$ cat src/rtl/acc_cpu_pkg.sv
package acc_cpu_pkg;

  localparam int OPC_W = 8;

  typedef enum logic [OPC_W-1:0] {
    OPC_ADD  = 8'h00,
    OPC_ADDS = 8'h01,
    OPC_SUB  = 8'h02,
    OPC_SUBS = 8'h03,
    OPC_AND  = 8'h04,
    OPC_COM  = 8'h05,
    OPC_LW   = 8'h06,
    OPC_LDI  = 8'h07,
    OPC_SW   = 8'h08,
    OPC_JMP  = 8'h09,
    OPC_JMPZ = 8'h0A
  } opcode_e;

  typedef enum logic [2:0] {
    ST_FETCH,
    ST_DECODE,
    ST_EXEC,
    ST_SETUP,
    ST_WRITE,
    ST_HOLD
  } phase_e;

  typedef enum logic [2:0] {
    ALU_ADD,
    ALU_ADDS,
    ALU_SUB,
    ALU_SUBS,
    ALU_AND,
    ALU_COM,
    ALU_PASS
  } alu_op_e;

  typedef enum logic [1:0] {
    MAR_KEEP,
    MAR_FIELD,
    MAR_PC,
    MAR_PC_NEXT
  } mar_src_e;

endpackage

$ cat src/rtl/acc_cpu_alu.sv
module acc_cpu_alu
  import acc_cpu_pkg::*;
#(
  parameter int W = 16
) (
  input  logic [W-1:0] lhs,
  input  logic [W-1:0] rhs,
  input  alu_op_e      op,
  output logic [W-1:0] res,
  output logic         res_zero,
  output logic         res_neg
);

  localparam logic [W-1:0] POS_LIM = {1'b0, {(W-1){1'b1}}};
  localparam logic [W-1:0] NEG_LIM = {1'b1, {(W-1){1'b0}}};

  logic [W-1:0] sum;
  logic [W-1:0] dif;
  logic         sum_ovf;
  logic         dif_ovf;

  assign sum     = lhs + rhs;
  assign dif     = lhs - rhs;
  assign sum_ovf = (lhs[W-1] == rhs[W-1]) && (sum[W-1] != lhs[W-1]);
  assign dif_ovf = (lhs[W-1] != rhs[W-1]) && (dif[W-1] != lhs[W-1]);

  always_comb begin
    case (op)
      ALU_ADD:  res = sum;
      ALU_ADDS: res = sum_ovf ? (lhs[W-1] ? NEG_LIM : POS_LIM) : sum;
      ALU_SUB:  res = dif;
      ALU_SUBS: res = dif_ovf ? (lhs[W-1] ? NEG_LIM : POS_LIM) : dif;
      ALU_AND:  res = lhs & rhs;
      ALU_COM:  res = ~lhs;
      default:  res = rhs;
    endcase
  end

  assign res_zero = (res == '0);
  assign res_neg  = res[W-1];

endmodule

$ cat src/rtl/acc_cpu_ctrl.sv
module acc_cpu_ctrl
  import acc_cpu_pkg::*;
#(
  parameter int SETUP_CYC = 1,
  parameter int HOLD_CYC  = 1
) (
  input  logic             clk,
  input  logic             rst,
  input  logic [OPC_W-1:0] opc,
  input  logic             zflag,
  output phase_e           phase,
  output logic             ir_ld,
  output logic             pc_inc,
  output logic             pc_jump,
  output mar_src_e         mar_src,
  output logic             acc_ld,
  output logic             flag_ld,
  output alu_op_e          alu_op,
  output logic             wr_en
);

  localparam int CNT_MAX = (SETUP_CYC > HOLD_CYC) ? SETUP_CYC : HOLD_CYC;
  localparam int CNT_W   = (CNT_MAX > 1) ? $clog2(CNT_MAX) : 1;
  localparam logic [CNT_W-1:0] SETUP_LAST = CNT_W'(SETUP_CYC - 1);
  localparam logic [CNT_W-1:0] HOLD_LAST  = CNT_W'(HOLD_CYC - 1);

  phase_e            phase_q;
  phase_e            phase_d;
  logic [CNT_W-1:0]  dwell_q;

  assign phase = phase_q;

  always_ff @(posedge clk) begin
    if (rst) begin
      phase_q <= ST_FETCH;
      dwell_q <= '0;
    end else begin
      phase_q <= phase_d;
      dwell_q <= (phase_d != phase_q) ? '0 : dwell_q + 1'b1;
    end
  end

  always_comb begin
    phase_d = phase_q;
    ir_ld   = 1'b0;
    pc_inc  = 1'b0;
    pc_jump = 1'b0;
    mar_src = MAR_KEEP;
    acc_ld  = 1'b0;
    flag_ld = 1'b0;
    alu_op  = ALU_PASS;
    wr_en   = 1'b0;
    case (phase_q)
      ST_FETCH: begin
        ir_ld   = 1'b1;
        pc_inc  = 1'b1;
        phase_d = ST_DECODE;
      end
      ST_DECODE: begin
        case (opc)
          OPC_ADD, OPC_ADDS, OPC_SUB, OPC_SUBS, OPC_AND, OPC_LW: begin
            mar_src = MAR_FIELD;
            phase_d = ST_EXEC;
          end
          OPC_LDI: begin
            mar_src = MAR_PC;
            phase_d = ST_EXEC;
          end
          OPC_COM: begin
            alu_op  = ALU_COM;
            acc_ld  = 1'b1;
            flag_ld = 1'b1;
            mar_src = MAR_PC;
            phase_d = ST_FETCH;
          end
          OPC_SW: begin
            mar_src = MAR_FIELD;
            phase_d = ST_SETUP;
          end
          OPC_JMP: begin
            pc_jump = 1'b1;
            mar_src = MAR_FIELD;
            phase_d = ST_FETCH;
          end
          OPC_JMPZ: begin
            pc_jump = zflag;
            mar_src = zflag ? MAR_FIELD : MAR_PC;
            phase_d = ST_FETCH;
          end
          default: begin
            mar_src = MAR_PC;
            phase_d = ST_FETCH;
          end
        endcase
      end
      ST_EXEC: begin
        acc_ld  = 1'b1;
        flag_ld = 1'b1;
        case (opc)
          OPC_ADD:  alu_op = ALU_ADD;
          OPC_ADDS: alu_op = ALU_ADDS;
          OPC_SUB:  alu_op = ALU_SUB;
          OPC_SUBS: alu_op = ALU_SUBS;
          OPC_AND:  alu_op = ALU_AND;
          default:  alu_op = ALU_PASS;
        endcase
        if (opc == OPC_LDI) begin
          pc_inc  = 1'b1;
          mar_src = MAR_PC_NEXT;
        end else begin
          mar_src = MAR_PC;
        end
        phase_d = ST_FETCH;
      end
      ST_SETUP: begin
        if (dwell_q == SETUP_LAST) phase_d = ST_WRITE;
      end
      ST_WRITE: begin
        wr_en   = 1'b1;
        phase_d = ST_HOLD;
      end
      ST_HOLD: begin
        if (dwell_q == HOLD_LAST) begin
          mar_src = MAR_PC;
          phase_d = ST_FETCH;
        end
      end
      default: phase_d = ST_FETCH;
    endcase
  end

endmodule

$ cat src/rtl/acc_cpu_core.sv
module acc_cpu_core
  import acc_cpu_pkg::*;
#(
  parameter int DATA_W    = 16,
  parameter int ADDR_W    = 8,
  parameter int SETUP_CYC = 1,
  parameter int HOLD_CYC  = 1
) (
  input  logic              clk,
  input  logic              rst,
  input  logic [DATA_W-1:0] mem_rdata,
  output logic [ADDR_W-1:0] mem_addr,
  output logic [DATA_W-1:0] mem_wdata,
  output logic              mem_we
);

  logic [ADDR_W-1:0] pc_q;
  logic [ADDR_W-1:0] mar_q;
  logic [DATA_W-1:0] ir_q;
  logic [DATA_W-1:0] acc_q;
  logic              zf_q;
  logic              nf_q;

  phase_e            phase;
  logic              ir_ld;
  logic              pc_inc;
  logic              pc_jump;
  mar_src_e          mar_src;
  logic              acc_ld;
  logic              flag_ld;
  alu_op_e           alu_op;
  logic              wr_en;

  logic [DATA_W-1:0] alu_res;
  logic              alu_zero;
  logic              alu_neg;
  logic [ADDR_W-1:0] field;
  logic [ADDR_W-1:0] pc_plus;

  assign field   = ir_q[ADDR_W-1:0];
  assign pc_plus = pc_q + 1'b1;

  acc_cpu_ctrl #(
    .SETUP_CYC(SETUP_CYC),
    .HOLD_CYC (HOLD_CYC)
  ) u_ctrl (
    .clk    (clk),
    .rst    (rst),
    .opc    (ir_q[DATA_W-1 -: OPC_W]),
    .zflag  (zf_q),
    .phase  (phase),
    .ir_ld  (ir_ld),
    .pc_inc (pc_inc),
    .pc_jump(pc_jump),
    .mar_src(mar_src),
    .acc_ld (acc_ld),
    .flag_ld(flag_ld),
    .alu_op (alu_op),
    .wr_en  (wr_en)
  );

  acc_cpu_alu #(
    .W(DATA_W)
  ) u_alu (
    .lhs     (acc_q),
    .rhs     (mem_rdata),
    .op      (alu_op),
    .res     (alu_res),
    .res_zero(alu_zero),
    .res_neg (alu_neg)
  );

  always_ff @(posedge clk) begin
    if (rst) begin
      pc_q  <= '0;
      mar_q <= '0;
      ir_q  <= '0;
      acc_q <= '0;
      zf_q  <= 1'b0;
      nf_q  <= 1'b0;
    end else begin
      if (ir_ld) ir_q <= mem_rdata;
      if (pc_jump)     pc_q <= field;
      else if (pc_inc) pc_q <= pc_plus;
      case (mar_src)
        MAR_FIELD:   mar_q <= field;
        MAR_PC:      mar_q <= pc_q;
        MAR_PC_NEXT: mar_q <= pc_plus;
        default:     mar_q <= mar_q;
      endcase
      if (acc_ld) acc_q <= alu_res;
      if (flag_ld) begin
        zf_q <= alu_zero;
        nf_q <= alu_neg;
      end
    end
  end

  assign mem_addr  = mar_q;
  assign mem_wdata = acc_q;
  assign mem_we    = wr_en;

endmodule

$ cat config.mk
export PLATFORM = sky130hd
export DESIGN_NAME = acc_cpu_core
export DESIGN_NICKNAME = d
export VERILOG_FILES = /design/src/rtl/acc_cpu_pkg.sv /design/src/rtl/acc_cpu_alu.sv /design/src/rtl/acc_cpu_ctrl.sv /design/src/rtl/acc_cpu_core.sv
export SDC_FILE = /design/constraint.sdc
export NUM_CORES = 1
export LEC_CHECK = 0
export ABC_AREA = 0
export ABC_CLOCK_PERIOD_IN_PS = 6300
export BUFFER_PORTS_ARGS = -buffer_cell sky130_fd_sc_hd__buf_2
export CAP_MARGIN = 15
export CORE_UTILIZATION = 45
export DETAILED_ROUTE_END_ITERATION = 6
export PLACE_DENSITY = 0.67
export SLEW_MARGIN = 20
export SYNTH_ARGS = -nofsm -noshare
export SYNTH_HDL_FRONTEND = slang
export SYNTH_SLANG_ARGS = --single-unit
$ cat constraint.sdc
create_clock -name clk -period 6.3 [get_ports clk]
set_input_delay 0.945 -clock clk [delete_from_list [all_inputs] [get_ports clk]]
set_output_delay 0.945 -clock clk [all_outputs]
set_load 0.01 [all_outputs]
==> results.cfg <==
[cts]
cts_sinks = 53
cts_buffer_depth = 2
clock_latency_ps = 330
cts_tree = done
ctsHoldBuffers = 0
cts_max_level = 2
clk_pin_slew_ps = 110
cts_resized = 0
numCtsBuffers = 5
post-cts-setup-buffers = 0
cts-root-buf = clkbuf_8

[pwr]
p_per_area_nw_per_um2 = 214
irDropWorstVdd_v = 0.000142
total_power_mw = 1.11
p_leak_nw = 2.14

[critical_path]
path_class = in2reg
crit_arrival_ps = 6060
rr_startpoint = mem_wdata[3]$_SDFFE_PP0P_
endpoint_kind = register
reg2reg_slack_ps = 870
worstPathCellList = buf_2 -> inv_1 -> ha_1 -> nand3_1 -> a21oi_1 -> o21ai_0 -> a211oi_1 -> o221a_2 -> o21a_1 -> o21a_1 -> nor2_1 -> fa_1 -> inv_1 -> nor2_1 -> a211oi_1 -> a2111o_1 -> a221oi_1 -> nand4_1 -> or4_1 -> nor4_2 -> nand4_1 -> o21ai_1
worst_ep_required_time_ps = 6570
startpoint_type = input pin
cp_num_buf_inv = 3
path_max_fanout = 9
critPathSlowestCell = fa_1
startpoint = mem_rdata[3]
crit_path_max_incr_delay_ps = 570
cp_top_family = compound AO/OA/AOI/OAI gates

[logic_synthesis]
synth-compound-area-share_pct = 30.5
ys_async_sr_fraction_pct = 0
synthCells = 674
ys.flop_type = dfxtp_1
synth-seq-area-share_pct = 21.9
avgSynthCellArea_um2 = 7.20
synthAdderAreaFrac_pct = 9.89
synth_nets = 728
synthXorXnorAreaFrac_pct = 3.43
synth_edf_count = 0
synth_top_area_cell = dfxtp_1
synth_top_family_by_area = compound AO/OA/AOI/OAI gates
syn-cell-area_um2 = 4860
synth_warnings = 0
synth_cell_type_count = 80
synth_area_leaders = dfxtp_1, ha_1, nor2_1
synth_simple_gate_area_share_pct = 27.5
synth_top_area_share_pct = 21.9
synth_mux_area_share_pct = 0.670
synth_seq_cells = 53

[global_route]
overflow = 0
antenna_found_initial = 0
grt_pass1_wl_um = 25500
grt_pass1_vias = 4864
track_usage_pct = 29.0
grt_max_degree = 50

[timing]
setup_viol = 0
post-route-period-util_pct = 92.0
timing.fmax_ghz = 0.173
hold_viol = 0
worst_slew_pin_slew_ps = 1080
setup_tns_ps = 0
finClkSkew_ps = 6.08
fin_crit_ps = 5790
slew-limit-headroom_pct = 27.8
rsz0062_at_grt = no
maxSlewViolCount = 0

[floorplanning]
die_w_um = 106
die-area_um2 = 11200
row_count = 37
pin_count = 43
initial_core_util_pct = 46.6
core_um2 = 10400
die_h_um = 106

[worst_hold_path]
worstHoldStart = ir_q[0]$_SDFFE_PP0P_
hp-class = reg2reg

[route]
firstDrtPassIters = 6
drtIter0Drc = 578
wire_per_inst_um = 19.4
routed_wl_um = 16000
vias = 5319
drt-vias-per-instance = 6.42
drc = 0
ant_nets = 0

[placement]
place.gp.congestion = 0.984
io_buffers = 42
dpl-instance-area_um2 = 5110
dp_hpwl_um = 11900

[flow_run]
maxCapViolCount = 0

[finish]
drive_above_1_share_pct = 10.3
design_area_um2 = 5200
area_growth_pct = 7.03
layout.nets = 745
fillers = 1056
post-route-util_pct = 49.9
antenna_cells = 0

[run_status]
status = complete, no violations
==> synth_stat cells, types with 5 or more instances <==
cell / instances
and3_1: 6
xor2_1: 6
a211oi_1: 21
dfxtp_1: 53
nand2b_1: 13
o21ai_0: 42
buf_2: 11
o21bai_1: 6
nor2_1: 92
a31oi_1: 8
nand3_1: 18
a21oi_1: 63
nor3b_1: 6
nor3_1: 14
nor2b_1: 13
o211ai_1: 7
a221oi_1: 13
nand2_1: 70
a221o_1: 5
ha_1: 32
nand4_1: 11
inv_1: 31
or3_1: 6
xnor2_1: 13
clkbuf_1: 21
==> path summary, 6_finish.rpt <==
path                          endpoint  cells past startpoint
setup / recovery     zf_q$_SDFFE_PP0P_                     22
hold reg to reg   ir_q[0]$_SDFFE_PP0P_                      2
hold / removal    ir_q[0]$_SDFFE_PP0P_                      2
setup reg to reg     zf_q$_SDFFE_PP0P_                     20
==> stage by stage <==
step	worst slack, ps	hold WS [ps]	instances
global placement	457	466	820
floorplan	1110	446	674
CTS	581	484	828
global route	131	509	828
detailed placement	271	468	820
finish	506	484	828
==> flip-flops by register name, indices dropped and copies added, names as in the netlist <==
| register | cells |
|---|---|
| ir_q | 16 |
| mem_addr | 8 |
| mem_wdata | 16 |
| pc_q | 8 |
| u_ctrl.dwell_q | 1 |
| u_ctrl.phase | 3 |
| zf_q | 1 |
==> per-layer routing <==
layer / global-route usage (%) / vias to the layer above / part of all wire [%]
met1: 40.7 / 2482 / 45
met5: 0 / - / 0
met3: 5.50 / 38 / 8.8
met2: 43.4 / 296 / 43
li1: - / 2503 / -
met4: 11.7 / 0 / 3.1
==> final cells by class <==
cell class | count | area, um2 | share of cell area [%]
clock buffer | 6 | 72.6 | 1.40
inverter | 31 | 116 | 2.24
sequential | 53 | 1060 | 20.4
clock inverter | 2 | 13.8 | 0.265
tap | 136 | 170 | 3.27
timing repair buffer | 48 | 255 | 4.91
multi-input combinational | 552 | 3510 | 67.5
==> power breakdown <==
part           switching (mW)  internal (mW)
combinational           0.297          0.177
sequential             0.0545          0.376
clock                   0.130         0.0798
==> cells in the final DEF (no fill, tap or decap), types with 7 or more instances in the layout <==
cell type / netlist / layout
a31oi_1: 8 / 8
nor3_1: 14 / 13
nand2b_1: 13 / 13
inv_1: 31 / 31
nand3_1: 18 / 18
buf_2: 11 / 42
a211oi_1: 21 / 21
nand4_1: 11 / 11
dfxtp_1: 53 / 53
xnor2_1: 13 / 13
o21ai_0: 42 / 42
o211ai_1: 7 / 7
ha_1: 32 / 32
nor2b_1: 13 / 13
a21oi_1: 63 / 63
nor2_1: 92 / 92
a221oi_1: 13 / 13
nand2_1: 70 / 70
==> logic make-up (layout without fill, tap and decap cells) <==
kind of cell               Yosys count  in the layout
DFF                                 53             53
and+or+nand+nor                    272            272
muxes                                3              3
other                                1              1
buffers and inverters               69             87
AOI/OAI and AO/OA                  221            221
adders and majority gates           36             36
xor gates and xnor gates            19             19
==> tightest hold or removal path: cells and delay by family (launching register included) <==
family	cells	cell delay, ps
flip-flops	1	340
AND/OR/NAND/NOR	1	60
AO/OA/AOI/OAI	1	50
(Power assumes the default switching activity.)
